File: src/rtl/rrs_pkg.sv
package rrs_pkg;

    typedef enum logic [1:0] {
        ST_DELAY    = 2'd0,
        ST_REQUEST  = 2'd1,
        ST_BEATS    = 2'd2,
        ST_FINISHED = 2'd3
    } rrs_state_e;

endpackage

File: src/rtl/rrs_delay_timer.sv
module rrs_delay_timer #(
    parameter int unsigned START_DELAY = 0
) (
    input  logic clk,
    input  logic rst,
    input  logic run,
    output logic expired
);
    localparam int unsigned CW = $clog2(START_DELAY + 2);

    logic [CW-1:0] cnt_q;

    assign expired = (cnt_q == CW'(START_DELAY));

    always_ff @(posedge clk) begin
        if (rst) begin
            cnt_q <= '0;
        end else if (run && !expired) begin
            cnt_q <= cnt_q + 1'b1;
        end
    end


    delay_bound_chk: assert property (@(posedge clk) disable iff (rst)
        cnt_q <= CW'(START_DELAY));

endmodule

File: src/rtl/rrs_beat_counter.sv
module rrs_beat_counter #(
    parameter int unsigned REQ_BEATS = 4,
    parameter int unsigned DATA_W    = 32
) (
    input  logic              clk,
    input  logic              rst,
    input  logic              clear,
    input  logic              beat,
    input  logic [DATA_W-1:0] beat_data,
    output logic              last_beat,
    output logic              cap_valid,
    output logic [DATA_W-1:0] cap_data
);
    localparam int unsigned BW = $clog2(REQ_BEATS + 1);

    logic [BW-1:0] cnt_q;

    assign last_beat = beat && (cnt_q == BW'(REQ_BEATS - 1));

    always_ff @(posedge clk) begin
        if (rst) begin
            cnt_q <= '0;
        end else if (clear) begin
            cnt_q <= '0;
        end else if (beat) begin
            cnt_q <= last_beat ? '0 : cnt_q + 1'b1;
        end
    end

    always_ff @(posedge clk) begin
        if (rst) begin
            cap_valid <= 1'b0;
            cap_data  <= '0;
        end else begin
            cap_valid <= beat;
            if (beat) begin
                cap_data <= beat_data;
            end
        end
    end


    beat_bound_chk: assert property (@(posedge clk) disable iff (rst)
        cnt_q < BW'(REQ_BEATS));

endmodule

File: src/rtl/rrs_addr_gen.sv
module rrs_addr_gen #(
    parameter int unsigned     ADDR_W    = 32,
    parameter int unsigned     NUM_REQ   = 1,
    parameter longint unsigned BASE_ADDR = 0,
    parameter longint unsigned STEP      = 16
) (
    input  logic              clk,
    input  logic              rst,
    input  logic              advance,
    output logic [ADDR_W-1:0] addr,
    output logic              last_req
);
    localparam int unsigned QW = $clog2(NUM_REQ + 1);

    logic [QW-1:0] idx_q;

    assign last_req = (idx_q == QW'(NUM_REQ - 1));

    always_ff @(posedge clk) begin
        if (rst) begin
            addr  <= ADDR_W'(BASE_ADDR);
            idx_q <= '0;
        end else if (advance) begin
            addr <= addr + ADDR_W'(STEP);
            if (!last_req) begin
                idx_q <= idx_q + 1'b1;
            end
        end
    end


    addr_step_chk: assert property (@(posedge clk) disable iff (rst)
        advance |=> addr == $past(addr) + ADDR_W'(STEP));

endmodule

File: src/rtl/mem_read_sink.sv
module mem_read_sink
    import rrs_pkg::*;
#(
    parameter int unsigned     ADDR_W      = 32,
    parameter int unsigned     LEN_W       = 8,
    parameter int unsigned     DATA_W      = 32,
    parameter int unsigned     REQ_BEATS   = 4,
    parameter int unsigned     NUM_REQ     = 1,
    parameter longint unsigned BASE_ADDR   = 0,
    parameter int unsigned     START_DELAY = 0
) (
    input  logic              clk,
    input  logic              rst,
    output logic [ADDR_W-1:0] req_addr,
    output logic [LEN_W-1:0]  req_len,
    output logic              req_valid,
    input  logic              req_accept,
    input  logic              dat_valid,
    input  logic [DATA_W-1:0] dat_data,
    output logic              dat_ready,
    output logic              cap_valid,
    output logic [DATA_W-1:0] cap_data,
    output logic              done
);
    localparam longint unsigned BYTES_PER_BEAT = DATA_W / 8;
    localparam longint unsigned REQ_SPAN       = REQ_BEATS * BYTES_PER_BEAT;

    rrs_state_e state_q, state_d;

    logic delay_run, delay_expired;
    logic req_fire, beat, last_beat, last_req;

    assign req_fire = req_valid && req_accept;
    assign beat     = dat_valid && dat_ready;
    assign req_len  = LEN_W'(REQ_BEATS);

    rrs_delay_timer #(
        .START_DELAY(START_DELAY)
    ) u_delay (
        .clk    (clk),
        .rst    (rst),
        .run    (delay_run),
        .expired(delay_expired)
    );

    rrs_beat_counter #(
        .REQ_BEATS(REQ_BEATS),
        .DATA_W   (DATA_W)
    ) u_beats (
        .clk      (clk),
        .rst      (rst),
        .clear    (req_fire),
        .beat     (beat),
        .beat_data(dat_data),
        .last_beat(last_beat),
        .cap_valid(cap_valid),
        .cap_data (cap_data)
    );

    rrs_addr_gen #(
        .ADDR_W   (ADDR_W),
        .NUM_REQ  (NUM_REQ),
        .BASE_ADDR(BASE_ADDR),
        .STEP     (REQ_SPAN)
    ) u_addr (
        .clk     (clk),
        .rst     (rst),
        .advance (last_beat),
        .addr    (req_addr),
        .last_req(last_req)
    );

    always_ff @(posedge clk) begin
        if (rst) begin
            state_q <= ST_DELAY;
        end else begin
            state_q <= state_d;
        end
    end

    always_comb begin
        state_d = state_q;
        unique case (state_q)
            ST_DELAY: begin
                if (delay_expired) state_d = ST_REQUEST;
            end
            ST_REQUEST: begin
                if (req_accept) state_d = ST_BEATS;
            end
            ST_BEATS: begin
                if (last_beat) state_d = last_req ? ST_FINISHED : ST_REQUEST;
            end
            ST_FINISHED: begin
                state_d = ST_FINISHED;
            end
            default: state_d = ST_DELAY;
        endcase
    end

    always_comb begin
        delay_run = 1'b0;
        req_valid = 1'b0;
        dat_ready = 1'b0;
        done      = 1'b0;
        unique case (state_q)
            ST_DELAY:    delay_run = 1'b1;
            ST_REQUEST:  req_valid = 1'b1;
            ST_BEATS:    dat_ready = 1'b1;
            ST_FINISHED: done      = 1'b1;
            default:     delay_run = 1'b0;
        endcase
    end


    req_hold_chk: assert property (@(posedge clk) disable iff (rst)
        req_valid && !req_accept |=> req_valid && $stable(req_addr) && $stable(req_len));


    req_handover_chk: assert property (@(posedge clk) disable iff (rst)
        req_valid && req_accept |=> !req_valid && dat_ready);


    chan_excl_chk: assert property (@(posedge clk) disable iff (rst)
        !(req_valid && dat_ready));


    done_sticky_chk: assert property (@(posedge clk) disable iff (rst)
        done |=> done && !req_valid && !dat_ready);

endmodule

File: config.mk
export PLATFORM = sky130hd
export DESIGN_NAME = mem_read_sink
export DESIGN_NICKNAME = d
export VERILOG_FILES = /design/src/rtl/rrs_pkg.sv /design/src/rtl/rrs_delay_timer.sv /design/src/rtl/rrs_beat_counter.sv /design/src/rtl/rrs_addr_gen.sv /design/src/rtl/mem_read_sink.sv
export SDC_FILE = /design/constraint.sdc
export NUM_CORES = 1
export LEC_CHECK = 0
export BUFFER_PORTS_ARGS = -buffer_cell sky130_fd_sc_hd__clkbuf_2
export CAP_MARGIN = 20
export CORE_MARGIN = 2
export CORE_UTILIZATION = 44
export CTS_CLUSTER_DIAMETER = 120
export DETAILED_ROUTE_END_ITERATION = 7
export PLACE_DENSITY = 0.8
export SYNTH_ARGS = -nofsm -noshare
export SYNTH_HDL_FRONTEND = slang
export SYNTH_SLANG_ARGS = --single-unit
File: constraint.sdc
create_clock -name clk -period 2.43 [get_ports clk]
set_input_delay 0.243 -clock clk [delete_from_list [all_inputs] [get_ports clk]]
set_output_delay 0.243 -clock clk [all_outputs]
set_load 0.02 [all_outputs]
== Word level (Yosys, flattened, before mapping) ==
Cells that the tools add are included.
Word-level totals
  bits in registers: 72
  input bits: 36
  output and inout port bits: 76
  logic and storage cells: 36
Cells by class
  add/subtract/negate cells: 4
  eq/ne operators: 7
  muxes and demuxes: 11
  reductions and logical operators: 7
Operator list (count)
  $add A32 B5 Y32 const B: 1
  $mux W2: 4
  $pmux W2 S4: 1
  $mux W1: 5
  $eq A2 B2 Y1 const B: 2
  $logic_and A1 B1 Y1: 4
  $ne A2 B2 Y1 const B: 2
  $add A3 B1 Y3 const B: 1
  $eq A3 B2 Y1 const B: 1
  $mux W3: 1
  $reduce_and A3 Y1: 1
  $add A1 B1 Y1 const B: 2
  $eq A2 B1 Y1 const B: 1
  $logic_not A2 Y1: 1
  $ne A2 B1 Y1 const B: 1
  $reduce_or A2 Y1: 1

== Depth between registers and ports, before layout ==
  depth in word-level cells: 6
  depth in mapped cells: 8
  mapped depth without buffers: 6

== Modules after synthesis ==
Synthesis repeated with hierarchy kept, for this count alone.
Second synthesis, totals
  cell total of the unflattened synthesis: 301
  area total of the unflattened synthesis: 2866.5 µm²
Modules (own cells, without submodules)
  rrs_beat_counter: instances 1, cells an instance 120, area each 1333.8 µm², seq. area each 720.7 µm²
  rrs_addr_gen: instances 1, cells an instance 152, area each 1310.0 µm², seq. area each 560.5 µm²
  mem_read_sink: instances 1, cells an instance 26, area each 186.4 µm², seq. area each 40.0 µm²
  rrs_delay_timer: instances 1, cells an instance 3, area each 36.3 µm², seq. area each 20.0 µm²

== Worst setup path before layout ==
Ideal clock, no wire load.
  path kind: register to register
  start point: reg u_beats.cnt_q[0]
  end point: reg u_addr.addr[31]
  library setup time: 0.121 ns
  arrival: 2.224 ns
  required time: 2.309 ns
  setup slack: 0.086 ns
  stages on the path, launching flop included: 9
  buffers on the path: 2
  period minus slack after synthesis: 2.344 ns
  cells stage by stage: dfxtp_1 > ha_1 > ha_1 > buf_2 > nand4b_4 > or4_1 > buf_2 > nor4_1 > mux2_2
Between the ends
  longest elaborated chain between the ends: 2
Ends and longest elaborated chain
  start, declared: RTL line rrs_beat_counter.sv:16  | logic [BW-1:0] cnt_q;
  start signal, assigned: RTL line rrs_beat_counter.sv:26  | cnt_q <= last_beat ? '0 : cnt_q + 1'b1;
  $eq A3 B2 Y1: RTL line rrs_beat_counter.sv:18  | assign last_beat = beat && (cnt_q == BW'(REQ_BEATS - 1));
  $logic_and A1 B1 Y1: RTL line rrs_beat_counter.sv:18
  end signal, assigned: RTL line rrs_addr_gen.sv:21  | addr <= ADDR_W'(BASE_ADDR);
  end signal, assigned: RTL line rrs_addr_gen.sv:24  | addr <= addr + ADDR_W'(STEP);
  end, declared: RTL line rrs_addr_gen.sv:10  | output logic [ADDR_W-1:0] addr,
No other way between the ends.
A chain may end at the register's enable or synchronous reset.

== Worst setup path after layout ==
  start point: reg u_beats.cnt_q[0]
  end point: reg u_addr.addr[30]
The elaborated chain is that of the path after synthesis.

==> summary by stage <==
Synth
Among all flip-flop cells after synthesis, the most frequent one is sky130_fd_sc_hd__dfxtp_1. The count of mapped cells out of synthesis is 350. Counting flops with a built-in enable in the synthesized netlist gives 0. The count of cell types in the netlist is 35.

The synthesized area is 2860 µm². The total number of yosys warnings is 0. The async set-reset flop share out of synthesis is 0. Synthesis inferred 67 register bits. The mean cell area of the mapped netlist is 8.16 µm². For this run, the register share of the synthesized area comes to 0.470.

Min path
The worst min-delay path category is input pin to flop.

Route
The number of nets with antenna violations after routing is 0. The first TritonRoute pass finished after 4 iterations. Using the TritonRoute via totals, the vias-per-cell ratio works out to 5.17.

The final route contains 2720 vias. After detailed routing, the average wire length per cell comes to 13.1 µm. In the routed design, unresolved DRC markers number 0. The final wirelength is 6880 µm.

The number of design-rule violations left by the first detailed-router iteration is 85.

Floorplanning
112 I/O pins were placed. The effective utilization at floorplan is 0.452. The die boundary width is 84.6 µm. The number of rows created at floorplan is 29. The die covers 7150 µm².

The vertical extent of the die is 84.6 µm. After floorplanning, the core was sized to cover 6310 µm².

Global routing
The global-route wire length before repair is 11600 µm. For this run, the total global-route usage over all layers was measured as 0.198. The initial antenna violation count is 0. The via count of the first global-routing pass was 2551. The total congestion overflow after global routing is 0.

Entering global routing, the biggest net connects 40 pins.

STA
Between clock sinks in the finished design, the worst skew comes to 0.00532 ns. The count of final hold-check violations was 0. The worst path needs 2.25 ns of the cycle, external delays included. The count of final setup violators is 0. Headroom to the max-slew limit came out at 0.603. The final number of max-transition violations came to 0. The final clock period utilization by the worst path is 0.928.

Setup slack closes at 0.175 ns. The setup TNS is 0 ns. Setup repair after global routing left no endpoint under its margin.

The maximum operating frequency is 0.444 GHz. Hold timing on the final database bottoms out at a slack of 0.120 ns. For the pin with the worst max-slew slack, the measured transition is 0.596 ns.

Power and ir drop
The areal power density over the cells is 663 nW/µm². For this design the static power due to leakage is 1.47 nW. Power comes to 0.00239 W. The worst IR drop on VDD is 0.371 mV.

CTS
For this design, the sink count on the clock tree is 67. The quantity of hold-fixing buffers added after cts is 0. The number of H-tree levels is 3. No sink is reached through more buffers than the 2 on the longest clock path. The buffer type at the clock tree root is sky130_fd_sc_hd__clkbuf_8.

The clock slew at the register clock pins of the worst setup and hold paths is 0.08 ns. The number of gates given a new drive strength after cts is 0. The post-CTS setup-driven buffer insertion count is 0. At the later pin of the worst-skew pair, clock insertion delay measures 0.34 ns. The number of buffers added by the clock tree synthesis step is 9. TritonCTS built the clock tree.

Finish
Of the cells placed in the final design, the portion with a size suffix greater than 1 is 0.292. The final-layout fill cell count is 597. The number of antenna repair diodes is 0. The final net count is 483.

The signed area change from the synthesized netlist to the final layout is 26.1%. The post-layout utilization of the core is 0.571.

Worst setup path
The maximum fanout along the worst path is 7. The worst setup path is of the flop to flop kind. The data required time at the worst endpoint is 2.69 ns. At the worst endpoint, the arrival time is 2.52 ns. The type of destination of the critical path is a flop. The launching element type of the critical path is a flop.

Placed design
Prior to clock tree synthesis, the placed netlist has a worst setup slack of 0.0829 ns. Routability-driven placement finished with a final weighted congestion of 0.839. The count of buffers added on input and output ports is 99. The post-detailed-placement half-perimeter wirelength is 4750 µm.

Flow run
The number of maximum-capacitance constraint violations is 0.

Run status
The run finished with clean final reports.
==> logic make-up (layout without fill, tap and decap cells) <==
group,count (synthesis),count (layout),synth area share
AO/OA/AOI/OAI,69,69,0.130
XOR/XNOR,10,10,0.0307
adder cells (fa/ha/maj),3,3,0.0131
buffers and inverters,36,125,0.0679
flip-flops,67,67,0.470
multiplexers,2,2,0.00788
other,2,12,0.00263
AND/OR/NAND/NOR,161,161,0.279
==> final cells by class <==
class	count	area [µm²]	area share
Sequential cell	67	1340	0.372
Inverter	2	7.51	0.00208
Clock buffer	9	124	0.0344
Multi-Input combinational cell	257	1360	0.378
Timing Repair Buffer	107	556	0.154
Clock inverter	7	116	0.0323
Tap cell	77	96.3	0.0267
==> Yosys cell counts (4+ instances only) <==
library cell / instances / area, µm²
sky130_fd_sc_hd__nand2_1: 77 / 289
sky130_fd_sc_hd__dfxtp_1: 67 / 1340
sky130_fd_sc_hd__a21oi_1: 52 / 260
sky130_fd_sc_hd__nor2_1: 19 / 71.3
sky130_fd_sc_hd__clkbuf_1: 15 / 56.3
sky130_fd_sc_hd__buf_4: 13 / 97.6
sky130_fd_sc_hd__or4_1: 13 / 97.6
sky130_fd_sc_hd__nand4_1: 11 / 68.8
sky130_fd_sc_hd__o31ai_1: 9 / 67.6
sky130_fd_sc_hd__nand3_1: 8 / 40.0
sky130_fd_sc_hd__o21ai_0: 7 / 35.0
sky130_fd_sc_hd__or3_1: 7 / 43.8
sky130_fd_sc_hd__nor3_1: 5 / 25.0
sky130_fd_sc_hd__xnor2_1: 5 / 43.8
sky130_fd_sc_hd__xor2_1: 5 / 43.8
sky130_fd_sc_hd__nor4_1: 4 / 25.0
==> metrics by stage <==
step                cell area (µm²)  std cells
detailed placement             3360        510
CTS                            3600        526
global placement               3360        510
finish                         3600        526
floorplan                      2890        360
global route                   3600        526
==> cells in the final DEF, fill, tap and decap left out, types with 9 or more instances in the layout <==
cell type | synthesis | routed
sky130_fd_sc_hd__or4_1 | 13 | 12
sky130_fd_sc_hd__clkbuf_2 | 0 | 99
sky130_fd_sc_hd__nor2_1 | 19 | 19
sky130_fd_sc_hd__o31ai_1 | 9 | 9
sky130_fd_sc_hd__nand2_1 | 77 | 77
sky130_fd_sc_hd__nand4_1 | 11 | 11
sky130_fd_sc_hd__dfxtp_1 | 67 | 67
sky130_fd_sc_hd__clkbuf_8 | 0 | 9
sky130_fd_sc_hd__a21oi_1 | 52 | 52
sky130_fd_sc_hd__conb_1 | 2 | 12
==> worst max-delay path: stages, from the launching register on <==
cell	delay (ns)
sky130_fd_sc_hd__dfxtp_1	0.36
sky130_fd_sc_hd__ha_1	0.15
sky130_fd_sc_hd__ha_1	0.20
sky130_fd_sc_hd__buf_4	0.17
sky130_fd_sc_hd__nand3_1	0.15
sky130_fd_sc_hd__or4_1	0.59
sky130_fd_sc_hd__or4_1	0.42
sky130_fd_sc_hd__a21oi_1	0.14
==> layer usage <==
layer | global-route usage | up-vias | routed length, µm | share of wire
met5 | 0 | - | 0 | 0
met4 | 0.0996 | 0 | 89 | 0.013
met3 | 0.0570 | 11 | 600 | 0.087
met2 | 0.297 | 112 | 3030 | 0.44
met1 | 0.259 | 1226 | 3150 | 0.46
li1 | - | 1371 | - | -
==> sequential cells by signal, summed over array words and instances (netlist names) <==
| name | cells |
|---|---|
| state_q | 2 |
| u_addr.addr | 28 |
| u_beats.cap_data | 32 |
| u_beats.cap_valid | 1 |
| u_beats.cnt_q | 3 |
| u_delay.cnt_q | 1 |
==> where the power goes <==
part / leakage (nW) / internal [W] / switching [W]
registers: 0.541 / 0.00111 / 0.0000118
logic: 0.814 / 0.0000526 / 0.000100
clock network: 0.119 / 0.000679 / 0.000430
==> final timing paths <==
path / end / startpoint / depth (start not counted) / slack [ns]
min: u_beats.cap_data[13]$_SDFFE_PP0P_ / dat_data[13] / 3 / 0.12
max reg2reg: u_addr.addr[30]$_SDFFE_PP0N_ / u_beats.cnt_q[0]$_SDFFE_PP0P_ / 7 / 0.18
max: u_addr.addr[30]$_SDFFE_PP0N_ / u_beats.cnt_q[0]$_SDFFE_PP0P_ / 7 / 0.18
min reg2reg: u_beats.cap_data[13]$_SDFFE_PP0P_ / u_beats.cap_data[13]$_SDFFE_PP0P_ / 2 / 0.45
Note: power is estimated with default switching activity, not from simulation.
